==> src/rtl/burst_seq_pkg.sv <==
package burst_seq_pkg;

  // Widest burst is 8 beats, so the in-block offset is 3 bits.
  localparam int unsigned OFS_W   = 3;
  localparam int unsigned MODE_W  = 15;
  localparam int unsigned CAS_W   = 3;

  typedef enum logic [1:0] {
    BLEN_2 = 2'd0,
    BLEN_4 = 2'd1,
    BLEN_8 = 2'd2
  } blen_e;

  typedef struct packed {
    blen_e            blen;
    logic             ilv;
    logic [CAS_W-1:0] cas;
  } mode_t;

  localparam mode_t MODE_RESET = '{blen: BLEN_2, ilv: 1'b0, cas: 3'b010};

  // Offset mask for the aligned block of a given length.
  function automatic logic [OFS_W-1:0] blen_mask(input blen_e b);
    case (b)
      BLEN_2:  blen_mask = 3'b001;
      BLEN_4:  blen_mask = 3'b011;
      default: blen_mask = 3'b111;
    endcase
  endfunction

endpackage

==> src/rtl/bseq_mode_reg.sv <==
module bseq_mode_reg
  import burst_seq_pkg::*;
(
  input  logic              clk,
  input  logic              rst_n,
  input  logic              load,
  input  logic [MODE_W-1:0] code,
  output mode_t             cur,
  output logic              err
);

  logic  bl_ok, cas_ok, op_ok, sel_ok, all_ok;
  blen_e bl_dec;

  // Length field decode
  always_comb begin
    bl_ok  = 1'b1;
    bl_dec = BLEN_2;
    case (code[2:0])
      3'b001:  bl_dec = BLEN_2;
      3'b010:  bl_dec = BLEN_4;
      3'b011:  bl_dec = BLEN_8;
      default: bl_ok  = 1'b0;
    endcase
  end

  assign cas_ok = (code[6:4] == 3'b010) || (code[6:4] == 3'b110);
  assign op_ok  = (code[12:7] == 6'b000000) || (code[12:7] == 6'b000010);
  assign sel_ok = (code[14:13] == 2'b00);
  assign all_ok = bl_ok && cas_ok && op_ok && sel_ok;

  always_ff @(posedge clk or negedge rst_n) begin
    if (!rst_n) begin
      cur <= MODE_RESET;
      err <= 1'b0;
    end else begin
      err <= load && !all_ok;
      if (load && all_ok) begin
        cur.blen <= bl_dec;
        cur.ilv  <= code[3];
        cur.cas  <= code[6:4];
      end
    end
  end

endmodule

==> src/rtl/bseq_beat_ctrl.sv <==
module bseq_beat_ctrl
  import burst_seq_pkg::*;
(
  input  logic             clk,
  input  logic             rst_n,
  input  logic             start,
  input  logic [OFS_W-1:0] last_idx,
  output logic             active,
  output logic [OFS_W-1:0] beat
);

  always_ff @(posedge clk or negedge rst_n) begin
    if (!rst_n) begin
      active <= 1'b0;
      beat   <= '0;
    end else if (start) begin
      active <= 1'b1;
      beat   <= '0;
    end else if (active) begin
      if (beat == last_idx) begin
        active <= 1'b0;
        beat   <= '0;
      end else begin
        beat <= beat + 1'b1;
      end
    end
  end

endmodule

==> src/rtl/bseq_addr_gen.sv <==
module bseq_addr_gen
  import burst_seq_pkg::*;
#(
  parameter int unsigned COL_W = 10
) (
  input  logic [COL_W-1:0] base,
  input  logic [OFS_W-1:0] beat,
  input  logic [OFS_W-1:0] mask,
  input  logic             ilv,
  output logic [COL_W-1:0] addr
);

  logic [OFS_W-1:0] ofs_lin, ofs_xor, ofs_sel, ofs_out;

  assign ofs_lin = base[OFS_W-1:0] + beat;
  assign ofs_xor = base[OFS_W-1:0] ^ beat;
  assign ofs_sel = ilv ? ofs_xor : ofs_lin;
  // Bits outside the block mask come from the start column.
  assign ofs_out = (ofs_sel & mask) | (base[OFS_W-1:0] & ~mask);

  generate
    if (COL_W > OFS_W) begin : g_wide
      assign addr = {base[COL_W-1:OFS_W], ofs_out};
    end else begin : g_narrow
      assign addr = ofs_out[COL_W-1:0];
    end
  endgenerate

endmodule

==> src/rtl/burst_col_seq.sv <==
module burst_col_seq
  import burst_seq_pkg::*;
#(
  parameter int unsigned COL_W = 10
) (
  input  logic              clk,
  input  logic              rst_n,
  input  logic              mode_load,
  input  logic [14:0]       mode_code,
  output logic              mode_err,
  output logic [2:0]        cas_code,
  input  logic              cmd_valid,
  output logic              cmd_ready,
  input  logic [COL_W-1:0]  cmd_col,
  output logic              col_valid,
  output logic [COL_W-1:0]  col_addr,
  output logic              busy
);

  mode_t            mode_cur;
  mode_t            run_mode;
  logic [COL_W-1:0] base_q;
  logic             active;
  logic [OFS_W-1:0] beat;
  logic [OFS_W-1:0] run_mask;
  logic [COL_W-1:0] gen_addr;
  logic             accept;

  bseq_mode_reg u_mode (
    .clk   (clk),
    .rst_n (rst_n),
    .load  (mode_load),
    .code  (mode_code),
    .cur   (mode_cur),
    .err   (mode_err)
  );

  assign cmd_ready = !active;
  assign accept    = cmd_valid && cmd_ready;

  // Capture the start column and the mode in force at acceptance.
  always_ff @(posedge clk or negedge rst_n) begin
    if (!rst_n) begin
      base_q   <= '0;
      run_mode <= MODE_RESET;
    end else if (accept) begin
      base_q   <= cmd_col;
      run_mode <= mode_cur;
    end
  end

  assign run_mask = blen_mask(run_mode.blen);

  bseq_beat_ctrl u_beat (
    .clk      (clk),
    .rst_n    (rst_n),
    .start    (accept),
    .last_idx (run_mask),
    .active   (active),
    .beat     (beat)
  );

  bseq_addr_gen #(.COL_W(COL_W)) u_addr (
    .base (base_q),
    .beat (beat),
    .mask (run_mask),
    .ilv  (run_mode.ilv),
    .addr (gen_addr)
  );

  assign col_valid = active;
  assign busy      = active;
  assign col_addr  = active ? gen_addr : '0;
  assign cas_code  = mode_cur.cas;

endmodule

==> config.mk <==
export PLATFORM = sky130hd
export DESIGN_NAME = burst_col_seq
export DESIGN_NICKNAME = d
export VERILOG_FILES = /design/src/rtl/burst_seq_pkg.sv /design/src/rtl/bseq_mode_reg.sv /design/src/rtl/bseq_beat_ctrl.sv /design/src/rtl/bseq_addr_gen.sv /design/src/rtl/burst_col_seq.sv
export SDC_FILE = /design/constraint.sdc
export NUM_CORES = 1
export LEC_CHECK = 0
export BUFFER_PORTS_ARGS = -buffer_cell sky130_fd_sc_hd__buf_4
export CORE_ASPECT_RATIO = 1.5
export CORE_UTILIZATION = 30
export CTS_BUF_LIST = sky130_fd_sc_hd__clkbuf_8 sky130_fd_sc_hd__clkbuf_16
export CTS_CLUSTER_SIZE = 20
export DETAILED_ROUTE_END_ITERATION = 16
export PLACE_DENSITY = 0.61
export SLEW_MARGIN = 20
export SYNTH_ARGS = -nofsm -noshare
export SYNTH_HDL_FRONTEND = slang
export SYNTH_SLANG_ARGS = --single-unit
==> constraint.sdc <==
create_clock -name clk -period 2.2 [get_ports clk]
set_input_delay 0.22 -clock clk [delete_from_list [all_inputs] [get_ports clk]]
set_output_delay 0.22 -clock clk [all_outputs]
set_load 0.005 [all_outputs]
==> impl_metrics.toml <==
[status]
outcome = "complete, no violations"

[yosys]
synth.most_common_cell = "dfrtp_1"
syn_area_sq_mm = 0.00117
synthArstFlopShare_pct = 100
synth_seq_cells = 24
yosysTopAreaCell = "dfrtp_1"
ys_top_cells_by_count = "dfrtp_1, mux2_2, and2_1, nor2_1, o21ai_0"
synthCells = 101
ys_types = 31
synth_area_leaders = "dfrtp_1, mux2_2, and2_1, ha_1, o21ai_0"
yosysWarnings = 0
synth-edff-count = 0
synth_top_cell_area_share_pct = 49.0
synth_nets = 134
ys_seq_area_share_pct = 51.3
ys.flop_type = "dfrtp_1"
synth.avg_cell_area_sq_um = 11.6

[route]
totalWireLength_um = 2210
via_count = 878
vias_per_cell = 4.67
wl_per_cell_um = 11.8
drt_iter0_drc = 3
final_antenna_net_count = 0
firstDrtPassIters = 4
route.detailed.drc = 0

[clocking]
htree_levels = 1
clockRootBuffer = "clkbuf_8"
clock_sinks = 24
cts_tree = "done"
clock_latency_ns = 0.26
clockBufferDepth = 2
clk_pin_slew_ns = 0.08
cts_buffers = 3

[global_route]
grt_overflow_total = 0
gr-usage-all-layers_pct = 11.9
grt_pass1_wl_um = 3710
antenna_found_initial = 0
grt_pass1_vias = 891
grt_max_degree = 25

[power]
power_leakage_nw = 0.782
p_clk_share_pct = 17.1
p_per_area_mw_per_mm2 = 1030
seqPwrFrac_pct = 40.5
peakVddDrop_uv = 378
switching_share_pct = 30.2
p_switching_w = 0.000504
combinationalPowerShare_pct = 42.3
power.internal_w = 0.00116

[cells_and_area]
fillers = 384
multiInputGateArea_sq_um = 528
regArea_sq_um = 603
fin_util_pct = 43.3
nNetsFinal = 179
final_area_sq_mm = 0.00161
diodes = 0
drive_gt1_share_pct = 50.3
fin_cells = 188
areaGrowthSynthToFinish_pct = 37.2

[placement]
gp_congestion = 0.790
dp_hpwl_um = 1790
portBuffers = 44
post_dp_cell_area_sq_mm = 0.00152
place_inst = 182

[floorplan]
fp.coreArea_sq_mm = 0.00372
die_h_um = 78.6
die_w_um = 53.1
start_util_pct = 31.6
pin_count = 46
std_cell_rows = 27
die-area_sq_mm = 0.00417

[timing]
setup_violations = 0
tightest_slew_ns = 0.446
slew_headroom_pct = 70.3
fin_setup_tns_ns = 0
fmax_mhz = 490
skew_ns = 0.00307
grt_setup_unrepaired = "no"
maxSlewViolCount = 0
finalHoldViolCount = 0
period_share_pct = 92.7
min_period_ns = 2.04

[worst_hold_path]
holdPathEnd = "base_q[1]$_DFFE_PN0P_"
min_from = "cmd_col[1]"
min_path_type = "in -> reg"
worstHoldPathCells = 3

[setup_path]
cp.required_ns = 1.98
r2r_cells = 3
critPathSlowestCell = "dfrtp_1"
cp-start-kind = "register"
crit_type = "reg -> out"
reg2reg_slack_ns = 0.79
reg2reg_to = "base_q[7]$_DFFE_PN0P_"
max_stage_delay_ns = 0.36
worstPathMaxFanout = 2
crit_path_cell_trace = "ha_2 -> inv_1 -> fa_2 -> o21a_1 -> o21ai_2 -> xor2_1 -> nor2_1 -> buf_4"
regToRegStartpoint = "u_beat.active$_DFF_PN0_"
crit_arrival_ns = 1.82
end_kind = "output port"

[job]
cap_viol_max_count = 0
==> state kept, by name, summed over array words and instances (netlist names) <==
signal,cells
base_q,10
run_mode,3
u_beat.active,1
u_beat.beat,3
u_mode.cur,6
u_mode.err,1
==> per-layer routing <==
layer | global-route usage, % | wire, um | vias up
met4 | 5.26 | 17 | 0
met5 | 0 | 0 | -
met1 | 12.9 | 828 | 417
met2 | 21.5 | 1250 | 26
met3 | 1.94 | 114 | 2
li1 | - | - | 433
==> power groups by stage <==
stage / combinational [W] / clock [W] / sequential, W
after floorplan: 0.000406 / 0 / 0.000645
after global placement: 0.000675 / 0 / 0.000684
after detailed placement: 0.000684 / 0 / 0.000692
after CTS: 0.000707 / 0.000302 / 0.000676
after global routing: 0.000783 / 0.000321 / 0.000703
final: 0.000706 / 0.000286 / 0.000675
==> cell families (layout without fill, tap and decap cells) <==
logic type,Yosys count,count (layout),synth area share (%)
AND/OR/NAND/NOR,33,33,16.6
adder cells (fa/ha/maj),4,4,4.90
AO/OA/AOI/OAI,12,12,6.18
XOR/XNOR,1,1,0.746
buffers and inverters,11,55,4.90
multiplexers,16,16,15.4
flip-flops,24,24,51.3
==> how the worst max path moves through the flow <==
stage                               startpoint          end  slack (ns)
floorplan           u_beat.beat[0]$_DFFE_PN0P_  col_addr[2]        0.48
global placement    u_beat.beat[0]$_DFFE_PN0P_  col_addr[2]        0.26
detailed placement  u_beat.beat[0]$_DFFE_PN0P_  col_addr[2]        0.22
CTS                 u_beat.beat[1]$_DFFE_PN0P_  col_addr[2]       0.009
global route        u_beat.beat[0]$_DFFE_PN0P_  col_addr[2]       0.009
finish              u_beat.beat[0]$_DFFE_PN0P_  col_addr[2]        0.16
==> worst max-delay path, delay by kind of cell (launching register included) <==
kind	cells	cell delay [ns]
xor+xnor	1	0.15
simple gates	1	0.05
buf+inv	2	0.18
compound gates	2	0.31
flops	1	0.36
fa+ha+maj	2	0.51
==> layout make-up <==
type                    instances  share of cell area (%)
flip-flops and latches         24                    37.5
repair buffers                 47                    22.1
clock buffers                   4                    3.42
inverters                       4                   0.932
multi-input cells              66                    32.8
well taps                      43                    3.34
==> cell usage in the layout (no fill, tap or decap), drive strengths merged, types with 3 or more instances in the layout <==
cell and count:
inv 4, nand2 3, ha 3, dfrtp 23, nor2 7, buf 46, clkbuf 4, and2 9
mux2 16, o21ai 6
==> repair_timing <==
action,4_1_cts,5_1_grt
pin swaps,0,3
hold buffers,1,0
endpoints found under the setup margin,1,1
setup buffers,1,0
hold endpoints to repair,23,0
resized for setup,0,6
cloned,0,0
==> metrics by stage <==
stage                     power, W  hold WS (ns)  setup slack (ns)
final                      0.00167         0.171             0.160
after global routing       0.00181         0.167           0.00907
after CTS                  0.00168         0.164           0.00917
after detailed placement   0.00138         0.137             0.224
after global placement     0.00136         0.131             0.262
after floorplan            0.00105       -0.0756             0.476
Power figures use the tool's default switching activity.
